## config.mk

```make
export PLATFORM = sky130hd
export DESIGN_NAME = dma_chain_engine
export DESIGN_NICKNAME = d
export VERILOG_FILES = /design/src/rtl/dma_chain_pkg.sv /design/src/rtl/dma_addr_gen.sv /design/src/rtl/dma_status_flags.sv /design/src/rtl/dma_sequencer.sv /design/src/rtl/dma_chain_engine.sv
export SDC_FILE = /design/constraint.sdc
export NUM_CORES = 1
export LEC_CHECK = 0
export ABC_AREA = 1
export BUFFER_PORTS_ARGS = -buffer_cell sky130_fd_sc_hd__buf_2
export CORE_UTILIZATION = 58
export DETAILED_ROUTE_END_ITERATION = 8
export GPL_TIMING_DRIVEN = 1
export PLACE_DENSITY = 0.83
export SLEW_MARGIN = 25
export SYNTH_ARGS = -nofsm -noshare
export SYNTH_HDL_FRONTEND = slang
export SYNTH_SLANG_ARGS = --single-unit
export TNS_END_PERCENT = 10
```

## constraint.sdc

```tcl
create_clock -name clk -period 4.85 [get_ports clk]
set_input_delay 0.97 -clock clk [delete_from_list [all_inputs] [get_ports clk]]
set_output_delay 0.97 -clock clk [all_outputs]
set_load 0.05 [all_outputs]
```

## src/rtl/dma_chain_pkg.sv

```systemverilog
// Shared field positions, state type and decode helpers for the linked
// descriptor DMA channel. Assumes a 32-bit configuration word.
package dma_chain_pkg;
    localparam int WORD_W     = 32;
    localparam int B_VALID    = 0;
    localparam int B_RELOAD   = 1;
    localparam int B_SWTRIG   = 2;
    localparam int B_CLRTRIG  = 3;
    localparam int B_SEL_A    = 4;
    localparam int B_SEL_B    = 5;
    localparam int F_WIDTH    = 8;
    localparam int F_SRC_INC  = 12;
    localparam int F_DST_INC  = 14;
    localparam int F_COUNT    = 16;

    typedef enum logic [2:0] {
        ST_IDLE, ST_CHECK, ST_READ, ST_WRITE, ST_DONE, ST_FETCH, ST_FLAST
    } chan_state_e;

    // Increment code to a power-of-two multiplier of the width (code 0 unused).
    function automatic logic [1:0] inc_shift(input logic [1:0] code);
        case (code)
            2'd2:    inc_shift = 2'd1;
            2'd3:    inc_shift = 2'd2;
            default: inc_shift = 2'd0;
        endcase
    endfunction

    // True when an address is illegal for the given width code.
    function automatic logic addr_bad(input logic [1:0] wcode, input logic [1:0] low);
        case (wcode)
            2'd0:    addr_bad = 1'b0;
            2'd1:    addr_bad = low[0];
            2'd2:    addr_bad = |low;
            default: addr_bad = 1'b1;
        endcase
    endfunction
endpackage

```

## src/rtl/dma_addr_gen.sv

```systemverilog
// Computes the current item address backwards from a last address:
// last - (left-1) * (width << incshift). Assumes left >= 1 whenever the
// result is used and a width code of 0..2.
module dma_addr_gen
    import dma_chain_pkg::*;
#(
    parameter int ADDR_W = 32,
    parameter int CNT_W  = 10
) (
    input  logic [ADDR_W-1:0] end_addr_i,
    input  logic [1:0]        width_i,
    input  logic [1:0]        inc_i,
    input  logic [CNT_W:0]    left_i,
    output logic [ADDR_W-1:0] addr_o
);
    logic [2:0]        shift;
    logic [ADDR_W-1:0] steps;

    // Backward offset from the last address; zero stride keeps it fixed.
    always_comb begin
        shift = {1'b0, width_i} + {1'b0, inc_shift(inc_i)};
        steps = ADDR_W'(left_i) - ADDR_W'(1);
        if (inc_i == 2'd0) addr_o = end_addr_i;
        else               addr_o = end_addr_i - (steps << shift);
    end
endmodule

```

## src/rtl/dma_status_flags.sv

```systemverilog
// Sticky completion and error flags. A set and a clear in the same
// cycle leave the flag set.
module dma_status_flags (
    input  logic       clk,
    input  logic       rst_n,
    input  logic       set_a_i,
    input  logic       set_b_i,
    input  logic       set_err_i,
    input  logic [2:0] clr_i,
    output logic       irq_a_o,
    output logic       irq_b_o,
    output logic       err_o
);
    // Hold each flag until its clear bit is pulsed.
    always_ff @(posedge clk) begin
        if (!rst_n) begin
            irq_a_o <= 1'b0;
            irq_b_o <= 1'b0;
            err_o   <= 1'b0;
        end else begin
            irq_a_o <= set_a_i   | (irq_a_o & ~clr_i[0]);
            irq_b_o <= set_b_i   | (irq_b_o & ~clr_i[1]);
            err_o   <= set_err_i | (err_o   & ~clr_i[2]);
        end
    end

    assert_flag_a_cause_R6: assert property (@(posedge clk) disable iff (!rst_n)
        $rose(irq_a_o) |-> $past(set_a_i));
    assert_err_cause_R8: assert property (@(posedge clk) disable iff (!rst_n)
        $rose(err_o) |-> $past(set_err_i));
endmodule

```

## src/rtl/dma_sequencer.sv

```systemverilog
// Channel state machine: holds the working job registers, runs the
// check / read / write / complete / fetch sequence and drives the memory
// port. Assumes a memory that accepts a request every cycle and returns
// read data in the following cycle.
module dma_sequencer
    import dma_chain_pkg::*;
#(
    parameter int ADDR_W = 32,
    parameter int CNT_W  = 10
) (
    input  logic              clk,
    input  logic              rst_n,
    input  logic              enable_i,
    input  logic              sw_trig_i,
    input  logic              cfg_wr_i,
    input  logic [WORD_W-1:0] cfg_word_i,
    input  logic [ADDR_W-1:0] src_end_i,
    input  logic [ADDR_W-1:0] dst_end_i,
    input  logic [ADDR_W-1:0] link_i,
    input  logic [ADDR_W-1:0] src_addr_i,
    input  logic [ADDR_W-1:0] dst_addr_i,
    output logic [WORD_W-1:0] cfg_o,
    output logic [ADDR_W-1:0] src_end_o,
    output logic [ADDR_W-1:0] dst_end_o,
    output logic [CNT_W:0]    left_o,
    output logic              busy_o,
    output logic              active_o,
    output logic              set_a_o,
    output logic              set_b_o,
    output logic              set_err_o,
    output logic              mem_req_o,
    output logic              mem_we_o,
    output logic [1:0]        mem_size_o,
    output logic [ADDR_W-1:0] mem_addr_o,
    output logic [WORD_W-1:0] mem_wdata_o,
    input  logic [WORD_W-1:0] mem_rdata_i
);
    chan_state_e       st_q;
    logic [WORD_W-1:0] cfg_q;
    logic [ADDR_W-1:0] src_end_q, dst_end_q, link_q;
    logic [CNT_W:0]    left_q;
    logic              trig_q;
    logic [1:0]        fidx_q;
    logic [1:0]        wcode;
    logic              job_bad;
    logic [ADDR_W-1:0] link_base;

    // Decode the working configuration and the alignment check.
    always_comb begin
        wcode     = cfg_q[F_WIDTH +: 2];
        job_bad   = addr_bad(wcode, src_end_q[1:0]) | addr_bad(wcode, dst_end_q[1:0]);
        link_base = link_q & ~ADDR_W'(15);
    end

    // Job sequencing and working register updates.
    always_ff @(posedge clk) begin
        if (!rst_n) begin
            st_q      <= ST_IDLE;
            cfg_q     <= '0;
            src_end_q <= '0;
            dst_end_q <= '0;
            link_q    <= '0;
            left_q    <= '0;
            trig_q    <= 1'b0;
            fidx_q    <= '0;
        end else begin
            case (st_q)
                ST_IDLE: begin
                    if (cfg_wr_i) begin
                        cfg_q     <= cfg_word_i;
                        src_end_q <= src_end_i;
                        dst_end_q <= dst_end_i;
                        link_q    <= link_i;
                        left_q    <= {1'b0, cfg_word_i[F_COUNT +: CNT_W]} + 1'b1;
                        if (cfg_word_i[B_SWTRIG]) trig_q <= 1'b1;
                    end else if (enable_i && cfg_q[B_VALID] && trig_q) begin
                        st_q <= ST_CHECK;
                    end
                end
                ST_CHECK: begin
                    if (job_bad) begin
                        cfg_q[B_VALID] <= 1'b0;
                        trig_q         <= 1'b0;
                        st_q           <= ST_IDLE;
                    end else begin
                        st_q <= ST_READ;
                    end
                end
                ST_READ: begin
                    if (!enable_i) begin
                        cfg_q[B_VALID] <= 1'b0;
                        trig_q         <= 1'b0;
                        st_q           <= ST_IDLE;
                    end else begin
                        st_q <= ST_WRITE;
                    end
                end
                ST_WRITE: begin
                    left_q <= left_q - 1'b1;
                    if (left_q == {{CNT_W{1'b0}}, 1'b1}) begin
                        st_q <= ST_DONE;
                    end else if (!enable_i) begin
                        cfg_q[B_VALID] <= 1'b0;
                        trig_q         <= 1'b0;
                        st_q           <= ST_IDLE;
                    end else begin
                        st_q <= ST_READ;
                    end
                end
                ST_DONE: begin
                    if (cfg_q[B_CLRTRIG]) trig_q <= 1'b0;
                    if (cfg_q[B_RELOAD]) begin
                        fidx_q <= '0;
                        st_q   <= ST_FETCH;
                    end else begin
                        cfg_q[B_VALID] <= 1'b0;
                        st_q           <= ST_IDLE;
                    end
                end
                ST_FETCH: begin
                    case (fidx_q)
                        2'd1:    cfg_q     <= mem_rdata_i;
                        2'd2:    src_end_q <= mem_rdata_i;
                        2'd3:    dst_end_q <= mem_rdata_i;
                        default: ;
                    endcase
                    fidx_q <= fidx_q + 1'b1;
                    if (fidx_q == 2'd3) st_q <= ST_FLAST;
                end
                ST_FLAST: begin
                    link_q <= mem_rdata_i;
                    left_q <= {1'b0, cfg_q[F_COUNT +: CNT_W]} + 1'b1;
                    if (cfg_q[B_SWTRIG]) trig_q <= 1'b1;
                    st_q <= ST_IDLE;
                end
                default: st_q <= ST_IDLE;
            endcase
            if (sw_trig_i) trig_q <= 1'b1;
        end
    end

    // Memory port and status outputs.
    always_comb begin
        mem_req_o   = ((st_q == ST_READ) && enable_i) || (st_q == ST_WRITE) || (st_q == ST_FETCH);
        mem_we_o    = (st_q == ST_WRITE);
        mem_size_o  = (st_q == ST_FETCH) ? 2'd2 : wcode;
        mem_wdata_o = mem_rdata_i;
        case (st_q)
            ST_READ:  mem_addr_o = src_addr_i;
            ST_WRITE: mem_addr_o = dst_addr_i;
            default:  mem_addr_o = link_base + ADDR_W'({fidx_q, 2'b00});
        endcase
        busy_o    = (st_q != ST_IDLE);
        active_o  = enable_i && cfg_q[B_VALID];
        set_a_o   = (st_q == ST_DONE) && cfg_q[B_SEL_A];
        set_b_o   = (st_q == ST_DONE) && cfg_q[B_SEL_B];
        set_err_o = (st_q == ST_CHECK) && job_bad;
        cfg_o     = cfg_q;
        src_end_o = src_end_q;
        dst_end_o = dst_end_q;
        left_o    = left_q;
    end

    assert_write_after_read_R5: assert property (@(posedge clk) disable iff (!rst_n)
        (mem_req_o && mem_we_o) |-> $past(mem_req_o && !mem_we_o));
    assert_count_step_R4: assert property (@(posedge clk) disable iff (!rst_n)
        (mem_req_o && mem_we_o) |=> (left_o == $past(left_o) - 1'b1));
    assert_access_aligned_R8: assert property (@(posedge clk) disable iff (!rst_n)
        mem_req_o |-> !addr_bad(mem_size_o, mem_addr_o[1:0]));
    assert_idle_quiet_R9: assert property (@(posedge clk) disable iff (!rst_n)
        !busy_o |-> !mem_req_o);
endmodule

```

## src/rtl/dma_chain_engine.sv

```systemverilog
// Top of the linked-descriptor DMA channel: the sequencer, two backward
// address generators (source, destination) and the status flags.
module dma_chain_engine
    import dma_chain_pkg::*;
#(
    parameter int ADDR_W = 32,
    parameter int CNT_W  = 10
) (
    input  logic              clk,
    input  logic              rst_n,
    input  logic              enable_i,
    input  logic              cfg_wr_i,
    input  logic [31:0]       cfg_word_i,
    input  logic [ADDR_W-1:0] src_end_i,
    input  logic [ADDR_W-1:0] dst_end_i,
    input  logic [ADDR_W-1:0] link_i,
    input  logic              sw_trig_i,
    input  logic [2:0]        flag_clr_i,
    output logic              busy_o,
    output logic              active_o,
    output logic [CNT_W:0]    remaining_o,
    output logic              irq_a_o,
    output logic              irq_b_o,
    output logic              err_o,
    output logic              mem_req_o,
    output logic              mem_we_o,
    output logic [1:0]        mem_size_o,
    output logic [ADDR_W-1:0] mem_addr_o,
    output logic [31:0]       mem_wdata_o,
    input  logic [31:0]       mem_rdata_i
);
    logic [WORD_W-1:0] cfg;
    logic [ADDR_W-1:0] src_end, dst_end, src_addr, dst_addr;
    logic              set_a, set_b, set_err;

    dma_sequencer #(.ADDR_W(ADDR_W), .CNT_W(CNT_W)) u_seq (
        .clk(clk), .rst_n(rst_n), .enable_i(enable_i), .sw_trig_i(sw_trig_i),
        .cfg_wr_i(cfg_wr_i), .cfg_word_i(cfg_word_i), .src_end_i(src_end_i),
        .dst_end_i(dst_end_i), .link_i(link_i), .src_addr_i(src_addr),
        .dst_addr_i(dst_addr), .cfg_o(cfg), .src_end_o(src_end),
        .dst_end_o(dst_end), .left_o(remaining_o), .busy_o(busy_o),
        .active_o(active_o), .set_a_o(set_a), .set_b_o(set_b),
        .set_err_o(set_err), .mem_req_o(mem_req_o), .mem_we_o(mem_we_o),
        .mem_size_o(mem_size_o), .mem_addr_o(mem_addr_o),
        .mem_wdata_o(mem_wdata_o), .mem_rdata_i(mem_rdata_i)
    );

    dma_addr_gen #(.ADDR_W(ADDR_W), .CNT_W(CNT_W)) u_src_gen (
        .end_addr_i(src_end), .width_i(cfg[F_WIDTH +: 2]),
        .inc_i(cfg[F_SRC_INC +: 2]), .left_i(remaining_o), .addr_o(src_addr)
    );

    dma_addr_gen #(.ADDR_W(ADDR_W), .CNT_W(CNT_W)) u_dst_gen (
        .end_addr_i(dst_end), .width_i(cfg[F_WIDTH +: 2]),
        .inc_i(cfg[F_DST_INC +: 2]), .left_i(remaining_o), .addr_o(dst_addr)
    );

    dma_status_flags u_flags (
        .clk(clk), .rst_n(rst_n), .set_a_i(set_a), .set_b_i(set_b),
        .set_err_i(set_err), .clr_i(flag_clr_i), .irq_a_o(irq_a_o),
        .irq_b_o(irq_b_o), .err_o(err_o)
    );
endmodule

```

==> results.py, run 1 <==
metrics = {
    "min_path": {
        "hold_path_class": "reg -> reg",
    },
    "worst_setup_path": {
        "startpoint": "u_seq.cfg_o[15]",
        "cp_num_buf_inv": 5,
        "slowest_stage": "fa_2",
        "reg2reg_depth": 8,
        "cp.required_ns": 3.88,
        "path_max_fanout": 9,
        "critPathKind": "reg -> out",
        "crit_chain": "inv_1, nor2_1, ha_2, fa_2, inv_4, buf_6, o21ai_2, nor2_1, o21bai_1, ha_1, nand2_2, inv_1, nand2_1, nand2_1, nand3b_1, xnor2_1, nand2_1, o211ai_1, nand3_2, buf_6",
        "crit_family": "adder cells",
        "r2r_slack_ns": 1.56,
        "crit_path_start_kind": "register",
        "endpoint": "mem_addr_o[9]",
        "reg2reg_to": "u_seq.src_end_o[31]",
        "slowest_delay_ns": 0.58,
        "crit_top_cell": "nand2_1",
        "r2r-start": "u_seq.st_q[2]",
        "arrival_ns": 4.09,
        "end_kind": "primary output",
        "path_depth": 20,
    },
    "logic_synthesis": {
        "yosysWarnings": 0,
        "ys_ff_latch": 134,
        "seq_area_frac_synth_pct": 20.22,
        "synth-edff-count": 0,
        "synth_mux_area_share_pct": 0.4527,
        "synth_nets": 2614,
        "synthCells": 2372,
        "yosys.area_share.simple_pct": 37.96,
        "avgSynthCellArea_um2": 5.593,
        "synthTopCellsByArea": "nand2_1 (24%), dfxtp_1 (20%), inv_1 (8.9%)",
        "yosysTopAreaCell": "nand2_1",
        "synth_cell_types": 44,
        "synth_top_family_by_area": "simple AND/OR/NAND/NOR gates",
        "yosys-top-cells-count": "nand2_1 (856), inv_1 (314), nor2_1 (177), nand3_1 (158), o21ai_0 (152)",
        "synth_compound_area_share_pct": 18.71,
        "synth_ff_type": "dfxtp_1",
        "synthXorXnorAreaFrac_pct": 1.386,
        "async_flop_share_pct": 0,
        "synth_adder_area_share_pct": 7.205,
        "syn_area_um2": 13270,
        "yosysTopAreaCellShare_pct": 24.22,
        "synth.most_common_cell": "nand2_1",
    },
    "die": {
        "dieArea_um2": 23480,
        "pin_count": 252,
        "rows": 54,
        "die_x_um": 153.2,
        "die_h_um": 153.2,
        "core_area_um2": 22090,
        "start_util_pct": 60.05,
    },
    "pwr": {
        "ir_drop_mv": 0.1832,
        "total_power_w": 0.005346,
        "leakagePower_nw": 8.786,
        "cellPowerDensity_nw_per_um2": 335.2,
    },
    "cells_and_area": {
        "seqCellArea_um2": 2694,
        "multi_input_comb_area_um2": 9303,
        "finalNetCount": 2799,
        "fill_cells": 1973,
        "area_growth_pct": 20.23,
        "drive_gt1_share_pct": 19.42,
    },
    "cts": {
        "tritoncts.num_buffers": 17,
        "holdBufCountCts": 0,
        "clockBufferDepth": 2,
        "cts_max_level": 4,
        "path_clk_slew_ns": 0.07,
        "cts_tree": "built",
        "clk_latency_ns": 0.45,
        "root_buffer": "clkbuf_16",
        "cts_sinks": 134,
    },
    "sta": {
        "fmax_mhz": 197.6,
        "max-slew-margin-rel_pct": 28.53,
        "rsz0062_at_grt": "yes",
        "post-route-period-util_pct": 104.4,
        "setup_violations": 25,
        "fin_crit_ns": 5.061,
        "whs_ns": 0.4726,
        "hold_viol": 0,
        "fin_skew_ns": 0.01336,
        "drv_slew": 0,
        "fin_ws_ns": -0.2111,
        "worst_pin_slew_ns": 1.071,
    },
    "drt": {
        "vias": 16886,
        "drt_iter0_markers": 1838,
        "vias_per_cell": 5.919,
        "routedWlPerCell_um": 18.46,
        "ant_nets": 0,
        "wirelength_mm": 52.67,
        "drc_errors": 0,
        "firstDrtPassIters": 6,
    },
    "place": {
        "gp_congestion": 1.057,
        "pre_cts_slack_ns": 0.1206,
        "hpwl_mm": 38.99,
        "io_buffers": 237,
    },
    "grt": {
        "grt_pass1_vias": 15213,
        "grt.overflow.total": 0,
        "grt_util_all_layers_pct": 43.58,
        "antenna_found_initial": 2,
        "grt_pass1_wl_mm": 79.94,
        "grt_max_degree": 76,
    },
    "flow_run": {
        "drv_cap": 0,
    },
    "status": {
        "status": "finished with violations",
        "violations": "setup timing",
    },
}
## through the flow
stage | utilization [%] | area, µm² | setup TNS, ns | std cells
finish | 72.20 | 15950 | -1.969 | 2853
global route | 72.18 | 15950 | -6.127 | 2851
CTS | 69.79 | 15420 | -0.4501 | 2836
detailed placement | 65.18 | 14400 | 0 | 2796
global placement | 65.18 | 14400 | 0 | 2796
floorplan | - | 13270 | 0 | 2372
## worst min-delay path by stage
stage | from | endpoint | slack (ns) | cells past startpoint
4_1_cts | u_flags.irq_a_o | u_flags.irq_a_o | 0.47 | 2
2_1_floorplan | u_seq.cfg_o[4] | u_flags.irq_a_o | 0.44 | 2
5_1_grt | u_flags.err_o | u_flags.err_o | 0.49 | 2
6_report | u_flags.irq_a_o | u_flags.irq_a_o | 0.47 | 2
3_3_place_gp | u_flags.err_o | u_flags.err_o | 0.45 | 2
3_5_place_dp | u_flags.irq_a_o | u_flags.irq_a_o | 0.46 | 2
## cell families (layout without fill, tap and decap cells)
family | count (synthesis) | count (layout)
adders and majority gates | 74 | 74
xor gates and xnor gates | 21 | 21
and+or+nand+nor | 1246 | 1246
DFF | 134 | 134
AOI/OAI and AO/OA | 443 | 443
other | 0 | 3
muxes | 6 | 6
buffers and inverters | 448 | 646
## layout make-up
cell class	instances	area share, %
flip-flops and latches	134	16.89
repair buffers	288	10.86
inverters	325	7.718
well taps	280	2.196
multi-input cells	1790	58.32
diodes	3	0.04706
clock buffers	18	2.753
clock inverters	14	1.184
repair inverters	1	0.03138
## per-layer routing
metal | track usage (%) | up-vias | wire [µm]
met2 | 68.25 | 1116 | 22670
met3 | 9.555 | 291 | 5868
li1 | - | 7994 | -
met5 | 0 | - | 9
met4 | 35.16 | 2 | 4765
met1 | 51.47 | 7483 | 19360
## layout by cell type, fill, tap and decap left out, drive strengths merged, types with 3 or more instances in the layout
| master | n |
|---|---|
| nand2 | 859 |
| clkinv | 7 |
| buf | 287 |
| o21ai | 223 |
| fa | 4 |
| or2 | 9 |
| mux2i | 6 |
| a21oi | 63 |
| clkbuf | 19 |
| a31oi | 117 |
| dfxtp | 134 |
| bufinv | 3 |
| xnor2 | 3 |
| nor2 | 187 |
| o21bai | 12 |
| nand3 | 160 |
| xor2 | 18 |
| nand4 | 10 |
| inv | 328 |
| o211ai | 17 |
| and2 | 4 |
| diode | 3 |
| o221ai | 4 |
| nor3 | 13 |
| ha | 70 |
## registers in the layout (all words and copies together), names as in the netlist
signal,cells
u_seq.left_o,11
u_seq.link_q,28
u_seq.fidx_q,2
u_flags.err_o,1
u_seq.cfg_o,22
u_flags.irq_a_o,1
u_seq.src_end_o,32
u_seq.dst_end_o,32
u_seq.trig_q,1
u_seq.st_q,3
u_flags.irq_b_o,1
## power by group
group          switching, W  internal (W)  leakage, nW
Clock              0.000604      0.000840        0.302
Sequential        0.0000774       0.00118         1.11
Combinational       0.00173      0.000918         7.37
## worst reg2reg max path, cell delays in order, from the launching register on
cell      delay [ns]
dfxtp_1         0.49
nand2_1         0.17
nor2_4          0.36
clkinv_2        0.73
buf_4           0.56
o21bai_4        0.26
inv_4           0.24
o21ai_0         0.28
a31oi_1         0.06
## what timing repair did
item | CTS | global route
pin swaps | 22 | 50
gates resized for setup | 112 | 135
setup buffers | 8 | 12
setup endpoints to repair | 28 | 28
gates cloned | 0 | 2
endpoints found under the hold margin | 0 | 0
No activity file was read; power rests on OpenSTA's default activity.
==> inputs of run 2 (changes only) <==
--- a/config.mk
+++ b/config.mk
@@ -7,10 +7,12 @@
 export LEC_CHECK = 0
 export ABC_AREA = 1
 export BUFFER_PORTS_ARGS = -buffer_cell sky130_fd_sc_hd__buf_2
+export CORE_MARGIN = 2
 export CORE_UTILIZATION = 58
 export DETAILED_ROUTE_END_ITERATION = 8
 export GPL_TIMING_DRIVEN = 1
 export PLACE_DENSITY = 0.83
+export SKIP_LAST_GASP = 1
 export SLEW_MARGIN = 25
 export SYNTH_ARGS = -nofsm -noshare
 export SYNTH_HDL_FRONTEND = slang
==> run 2 against run 1 <==
  * The flow still finishes with violations (setup timing)
  * Non-clock buffer count increased by 14
  * Clock power is 9% lower
  * Combinational power barely moved
  * Worst setup slack better by 0.048 ns
  * Power down 2.1%
  * Sequential power barely moved
  * Largest power group unchanged
==> results.py, run 2 (synthesis results as in run 1) <==
metrics = {
    "sta": {
        "max-slew-margin-rel_pct": 32.98,
        "worst_pin_slew_ns": 1.004,
        "fin_crit_ns": 5.013,
        "fin_ws_ns": -0.1631,
        "fin_skew_ns": 0.01582,
        "fmax_mhz": 199.5,
        "rsz0062_at_grt": "yes",
        "whs_ns": 0.4716,
        "post-route-period-util_pct": 103.4,
        "hold_viol": 0,
        "setup_violations": 22,
        "drv_slew": 0,
    },
    "die": {
        "start_util_pct": 58.78,
        "rows": 55,
        "dieArea_um2": 24100,
        "core_area_um2": 22570,
        "die_x_um": 155.2,
        "pin_count": 252,
        "die_h_um": 155.2,
    },
    "grt": {
        "grt_util_all_layers_pct": 43.08,
        "grt_pass1_wl_mm": 80.61,
        "grt_util_met1_pct": 50.03,
        "use_met3_pct": 8.635,
        "grt_pass1_vias": 15224,
        "grt_max_degree": 86,
        "grtUsageMet2_pct": 71.66,
        "grt.overflow.total": 0,
        "antenna_found_initial": 0,
        "grt_busiest_layer": "met2",
    },
    "place": {
        "gp_congestion": 1.014,
        "pre_cts_slack_ns": 0.1628,
        "place_area_um2": 14510,
        "hpwl_mm": 40.04,
        "io_buffers": 237,
    },
    "min_path": {
        "min_from": "u_flags.err_o",
        "hold_path_class": "reg -> reg",
    },
    "drt": {
        "drc_errors": 0,
        "vias": 16671,
        "ant_nets": 0,
        "wirelength_mm": 53.26,
        "drt_iter0_markers": 2041,
        "firstDrtPassIters": 7,
        "routedWlPerCell_um": 18.56,
        "vias_per_cell": 5.809,
    },
    "cells_and_area": {
        "fill_cells": 2059,
        "finalNetCount": 2813,
        "final_common_cell": "nand2_1",
        "area_growth_pct": 20.44,
        "seqCellArea_um2": 2689,
        "mostFrequentLayoutCells": "nand2_1 (807), inv_1 (307), buf_2 (214), nor2_1 (167), nand3_1 (145)",
        "final_area_um2": 15980,
        "multi_input_comb_area_um2": 9291,
        "drive_gt1_share_pct": 19.35,
    },
    "worst_setup_path": {
        "crit_path_start_kind": "register",
        "end_kind": "primary output",
        "cp.required_ns": 3.88,
        "arrival_ns": 4.04,
        "path_max_fanout": 7,
        "r2r-start": "u_seq.st_q[2]",
        "critPathKind": "reg -> out",
        "startpoint": "u_seq.cfg_o[13]",
    },
    "pwr": {
        "leakagePower_nw": 8.801,
        "cellPowerDensity_nw_per_um2": 327.5,
        "clkPwrFrac_pct": 25.0,
        "internal_power_w": 0.002817,
        "power_switching_w": 0.002417,
        "ir_drop_mv": 0.1612,
        "power_frac_seq_pct": 23.9,
        "p_sw_share_pct": 46.18,
        "p_comb_share_pct": 51.0,
        "total_power_w": 0.005234,
    },
    "cts": {
        "root_buffer": "clkbuf_16",
        "path_clk_slew_ns": 0.07,
        "cts_sinks": 134,
        "cts_tree": "built",
        "tritoncts.num_buffers": 17,
        "cts_max_level": 4,
        "clockBufferDepth": 2,
        "clk_latency_ns": 0.45,
    },
    "status": {
        "violations": "setup timing",
        "status": "finished with violations",
    },
    "flow_run": {
        "drv_cap": 0,
    },
}
## run 2: cell types whose count changed in the layout (fill, tap and decap cells not counted), moves of 3 or more
cell,previous run,this run
a21oi_1,50,53
a21oi_2,12,8
buf_2,211,214
buf_4,54,67
bufinv_16,3,0
ha_1,60,55
ha_4,7,11
nand2_1,801,807
nand2_2,55,50
nand3_1,140,145
nand3_2,19,13
nor2_1,162,167
nor2_2,16,13
## run 2: final timing paths
path | to | slack [ns] | depth (start not counted)
max reg2reg | u_seq.dst_end_o[6] | 1.86 | 9
min | u_flags.err_o | 0.47 | 2
max | mem_addr_o[10] | -0.16 | 21
min reg2reg | u_flags.err_o | 0.47 | 2
## run 2: metrics by stage
stage / setup TNS [ns] / cells / utilization, %
2_1_floorplan: 0 / 2372 / -
3_3_place_gp: 0 / 2815 / 64.29
3_5_place_dp: 0 / 2815 / 64.29
4_1_cts: -1.462 / 2858 / 68.23
5_1_grt: -6.716 / 2869 / 70.79
6_report: -1.640 / 2870 / 70.80
## run 2: per-layer routing
layer | part of all wire (%) | up-vias
li1 | - | 8012
met1 | 38 | 7393
met2 | 45 | 1005
met3 | 9.4 | 261
met4 | 8.3 | 0
met5 | 0 | -
## run 2: cell type report
class | instances | area share, %
multi-input cells | 1790 | 58.14
well taps | 285 | 2.231
repair buffers | 302 | 11.48
inverters | 325 | 7.704
diodes | 1 | 0.01566
flip-flops and latches | 134 | 16.83
repair inverters | 1 | 0.04698
clock inverters | 14 | 0.8065
clock buffers | 18 | 2.748
## run 2: critical path, cell delays in order, from the launching register on
cell and delay [ns]:
dfxtp_2 0.34, inv_2 0.04, nor2_1 0.04, ha_2 0.17
fa_2 0.64, clkinvlp_4 0.20, or2_4 0.27, nand3_1 0.10
nand2_2 0.09, ha_4 0.27, nand2_1 0.07, nand2_2 0.07
inv_1 0.10, nand2_4 0.08, nand3b_1 0.28, buf_4 0.21
nand2_2 0.04, inv_1 0.03, o21ai_1 0.12, o211ai_1 0.11
nand3_1 0.15, buf_6 0.17
## run 2: power by group through the flow
stage	registers (W)	clock network, W	logic (W)
final	0.00125	0.00131	0.00267
after global routing	0.00126	0.00135	0.00295
after CTS	0.00125	0.00130	0.00240
after detailed placement	0.00127	0	0.00227
after global placement	0.00127	0	0.00224
after floorplan	0.00127	0	0.00166
## run 2: repair_timing
item | in CTS | in global routing
hold endpoints to repair | 0 | 0
endpoints found under the setup margin | 28 | 30
pin swaps | 26 | 50
setup buffers | 11 | 8
hold buffers | 0 | 0
resized for setup | 86 | 141
gates cloned | 0 | 2
==> inputs of run 3 (changes only) <==
--- a/config.mk
+++ b/config.mk
@@ -12,6 +12,7 @@
 export DETAILED_ROUTE_END_ITERATION = 8
 export GPL_TIMING_DRIVEN = 1
 export PLACE_DENSITY = 0.83
+export REMOVE_ABC_BUFFERS = 1
 export SKIP_LAST_GASP = 1
 export SLEW_MARGIN = 25
 export SYNTH_ARGS = -nofsm -noshare
==> run 3 against run 2 <==
  * Clock power up 7%
  * Power up 2.3%
  * Largest cell class unchanged
  * Register-to-register slack about the same
  * The run still ends with setup timing left
  * Maximum frequency down 0.79%
  * Critical path depth down 2
==> results.py, run 3 (synthesis results as in run 1) <==
metrics = {
    "place": {
        "hpwl_mm": 39.93,
        "gp_congestion": 1.015,
        "io_buffers": 237,
    },
    "worst_setup_path": {
        "r2r-start": "u_seq.st_q[2]",
        "reg2reg_depth": 8,
        "reg2reg_to": "u_seq.dst_end_o[26]",
        "end_kind": "primary output",
        "r2r_slack_ns": 1.85,
        "path_max_fanout": 6,
        "endpoint": "mem_addr_o[15]",
        "cp.required_ns": 3.88,
        "startpoint": "u_seq.cfg_o[12]",
        "crit_path_start_kind": "register",
        "critPathKind": "reg -> out",
        "arrival_ns": 4.08,
    },
    "die": {
        "start_util_pct": 58.78,
        "die_h_um": 155.2,
        "pin_count": 252,
        "die_x_um": 155.2,
        "rows": 55,
        "core_area_um2": 22570,
        "dieArea_um2": 24100,
    },
    "sta": {
        "fin_tns_setup_ns": -3.061,
        "max-slew-margin-rel_pct": 32.23,
        "worst_pin_slew_ns": 1.016,
        "drv_slew": 0,
        "hold_viol": 0,
        "fin_crit_ns": 5.053,
        "fmax_mhz": 197.9,
        "fin_skew_ns": 0.01482,
        "rsz0062_at_grt": "yes",
        "setup_violations": 26,
        "post-route-period-util_pct": 104.2,
        "fin_ws_ns": -0.2029,
    },
    "status": {
        "status": "finished with violations",
        "violations": "setup timing",
    },
    "grt": {
        "antenna_found_initial": 0,
        "grt_pass1_wl_mm": 80.19,
        "grt_max_degree": 78,
        "grt.overflow.total": 0,
        "grt_pass1_vias": 15261,
        "grt_util_all_layers_pct": 42.79,
    },
    "cells_and_area": {
        "fill_cells": 2081,
        "finalNetCount": 2850,
        "mostFrequentLayoutCells": "nand2_1 (810), inv_1 (309), buf_2 (213), nor2_1 (168), nand3_1 (149)",
        "fin_util_pct": 71.31,
        "drive_gt1_share_pct": 19.69,
        "final_common_cell": "nand2_1",
        "area_growth_pct": 21.32,
    },
    "drt": {
        "ant_nets": 0,
        "wirelength_mm": 52.88,
        "drc_errors": 0,
        "firstDrtPassIters": 6,
        "vias": 16702,
        "vias_per_cell": 5.745,
        "routedWlPerCell_um": 18.19,
        "drt_iter0_markers": 1759,
    },
    "min_path": {
        "hold_path_class": "reg -> reg",
        "min_from": "u_seq.cfg_o[5]",
    },
    "cts": {
        "holdBufCountCts": 0,
        "cts_tree": "built",
        "clockBufferDepth": 2,
        "cts_max_level": 4,
        "cts_sinks": 134,
        "clk_latency_ns": 0.45,
        "root_buffer": "clkbuf_16",
        "tritoncts.num_buffers": 17,
        "path_clk_slew_ns": 0.08,
    },
    "pwr": {
        "leakagePower_nw": 8.933,
        "ir_drop_mv": 0.1978,
        "cellPowerDensity_nw_per_um2": 332.7,
        "total_power_w": 0.005355,
    },
    "flow_run": {
        "drv_cap": 0,
    },
}
[run 3: cell types whose count changed in the layout (fill, tap and decap cells not counted), sizes merged]
cell	before	now
bufinv	0	2
clkbuf	18	19
clkinv	8	4
buf	302	338
inv	330	329
clkinvlp	2	5
[run 3: critical path, stage by stage (launching register included)]
cell	delay [ns]
dfxtp_2	0.34
buf_4	0.14
nand2_2	0.06
inv_2	0.04
fa_2	0.62
clkinvlp_4	0.17
o21ai_2	0.19
nor2_1	0.07
o21bai_1	0.19
ha_1	0.37
nand2_2	0.11
buf_4	0.16
nor3_2	0.18
nand2_1	0.11
nand2_2	0.13
nand2_1	0.08
nand3_2	0.09
o211ai_1	0.21
nand3_1	0.19
buf_6	0.17
[run 3: per-stage QoR]
stage / cells / cell area [µm²] / hold WS, ns / setup WS, ns
3_5_place_dp: 2854 / 14810 / 0.4512 / 0.04688
5_1_grt: 2906 / 16090 / 0.5075 / -0.3700
3_3_place_gp: 2854 / 14810 / 0.4487 / 0.1387
6_report: 2907 / 16100 / 0.4646 / -0.2029
2_1_floorplan: 2249 / 12620 / 0.4403 / 0.1574
4_1_cts: 2900 / 15870 / 0.4626 / -0.09274
[run 3: final cells by class]
| type | count | area [µm²] | share of cell area (%) |
|---|---|---|---|
| multi-input cells | 1790 | 9145 | 56.81 |
| inverters | 325 | 1229 | 7.633 |
| repair inverters | 1 | 7.507 | 0.04664 |
| diodes | 1 | 2.502 | 0.01555 |
| repair buffers | 339 | 2076 | 12.90 |
| well taps | 285 | 356.6 | 2.215 |
| clock inverters | 14 | 162.7 | 1.010 |
| clock buffers | 18 | 429.2 | 2.666 |
| flip-flops and latches | 134 | 2689 | 16.70 |
[run 3: how the worst min path moves through the flow]
stage | end | slack [ns] | cells past startpoint
finish | u_flags.irq_b_o | 0.46 | 2
CTS | u_flags.irq_b_o | 0.46 | 2
floorplan | u_flags.irq_a_o | 0.44 | 2
global route | u_flags.irq_b_o | 0.51 | 2
detailed placement | u_flags.irq_b_o | 0.45 | 2
global placement | u_flags.irq_b_o | 0.45 | 2
[run 3: layer usage]
layer  part of all wire (%)  up-vias  GRT usage, %
met5                      0        -             0
met4                    7.1        0         26.96
met3                     11      232         9.833
met2                     44     1019         69.69
met1                     38     7373         51.09
li1                       -     8078             -
[run 3: repair_timing]
item | in CTS | in global routing
buffers inserted | 12 | 6
endpoints found under the setup margin | 28 | 30
gates cloned | 2 | 0
pin swaps | 38 | 36
gates resized for setup | 126 | 69
[run 3: power breakdown]
group          internal, W  switching [W]  total [W]  leakage (nW)
registers          0.00118      0.0000715    0.00125          1.11
logic             0.000984        0.00172    0.00270          7.54
clock network     0.000772       0.000628    0.00140         0.277
total              0.00294        0.00242    0.00535          8.93
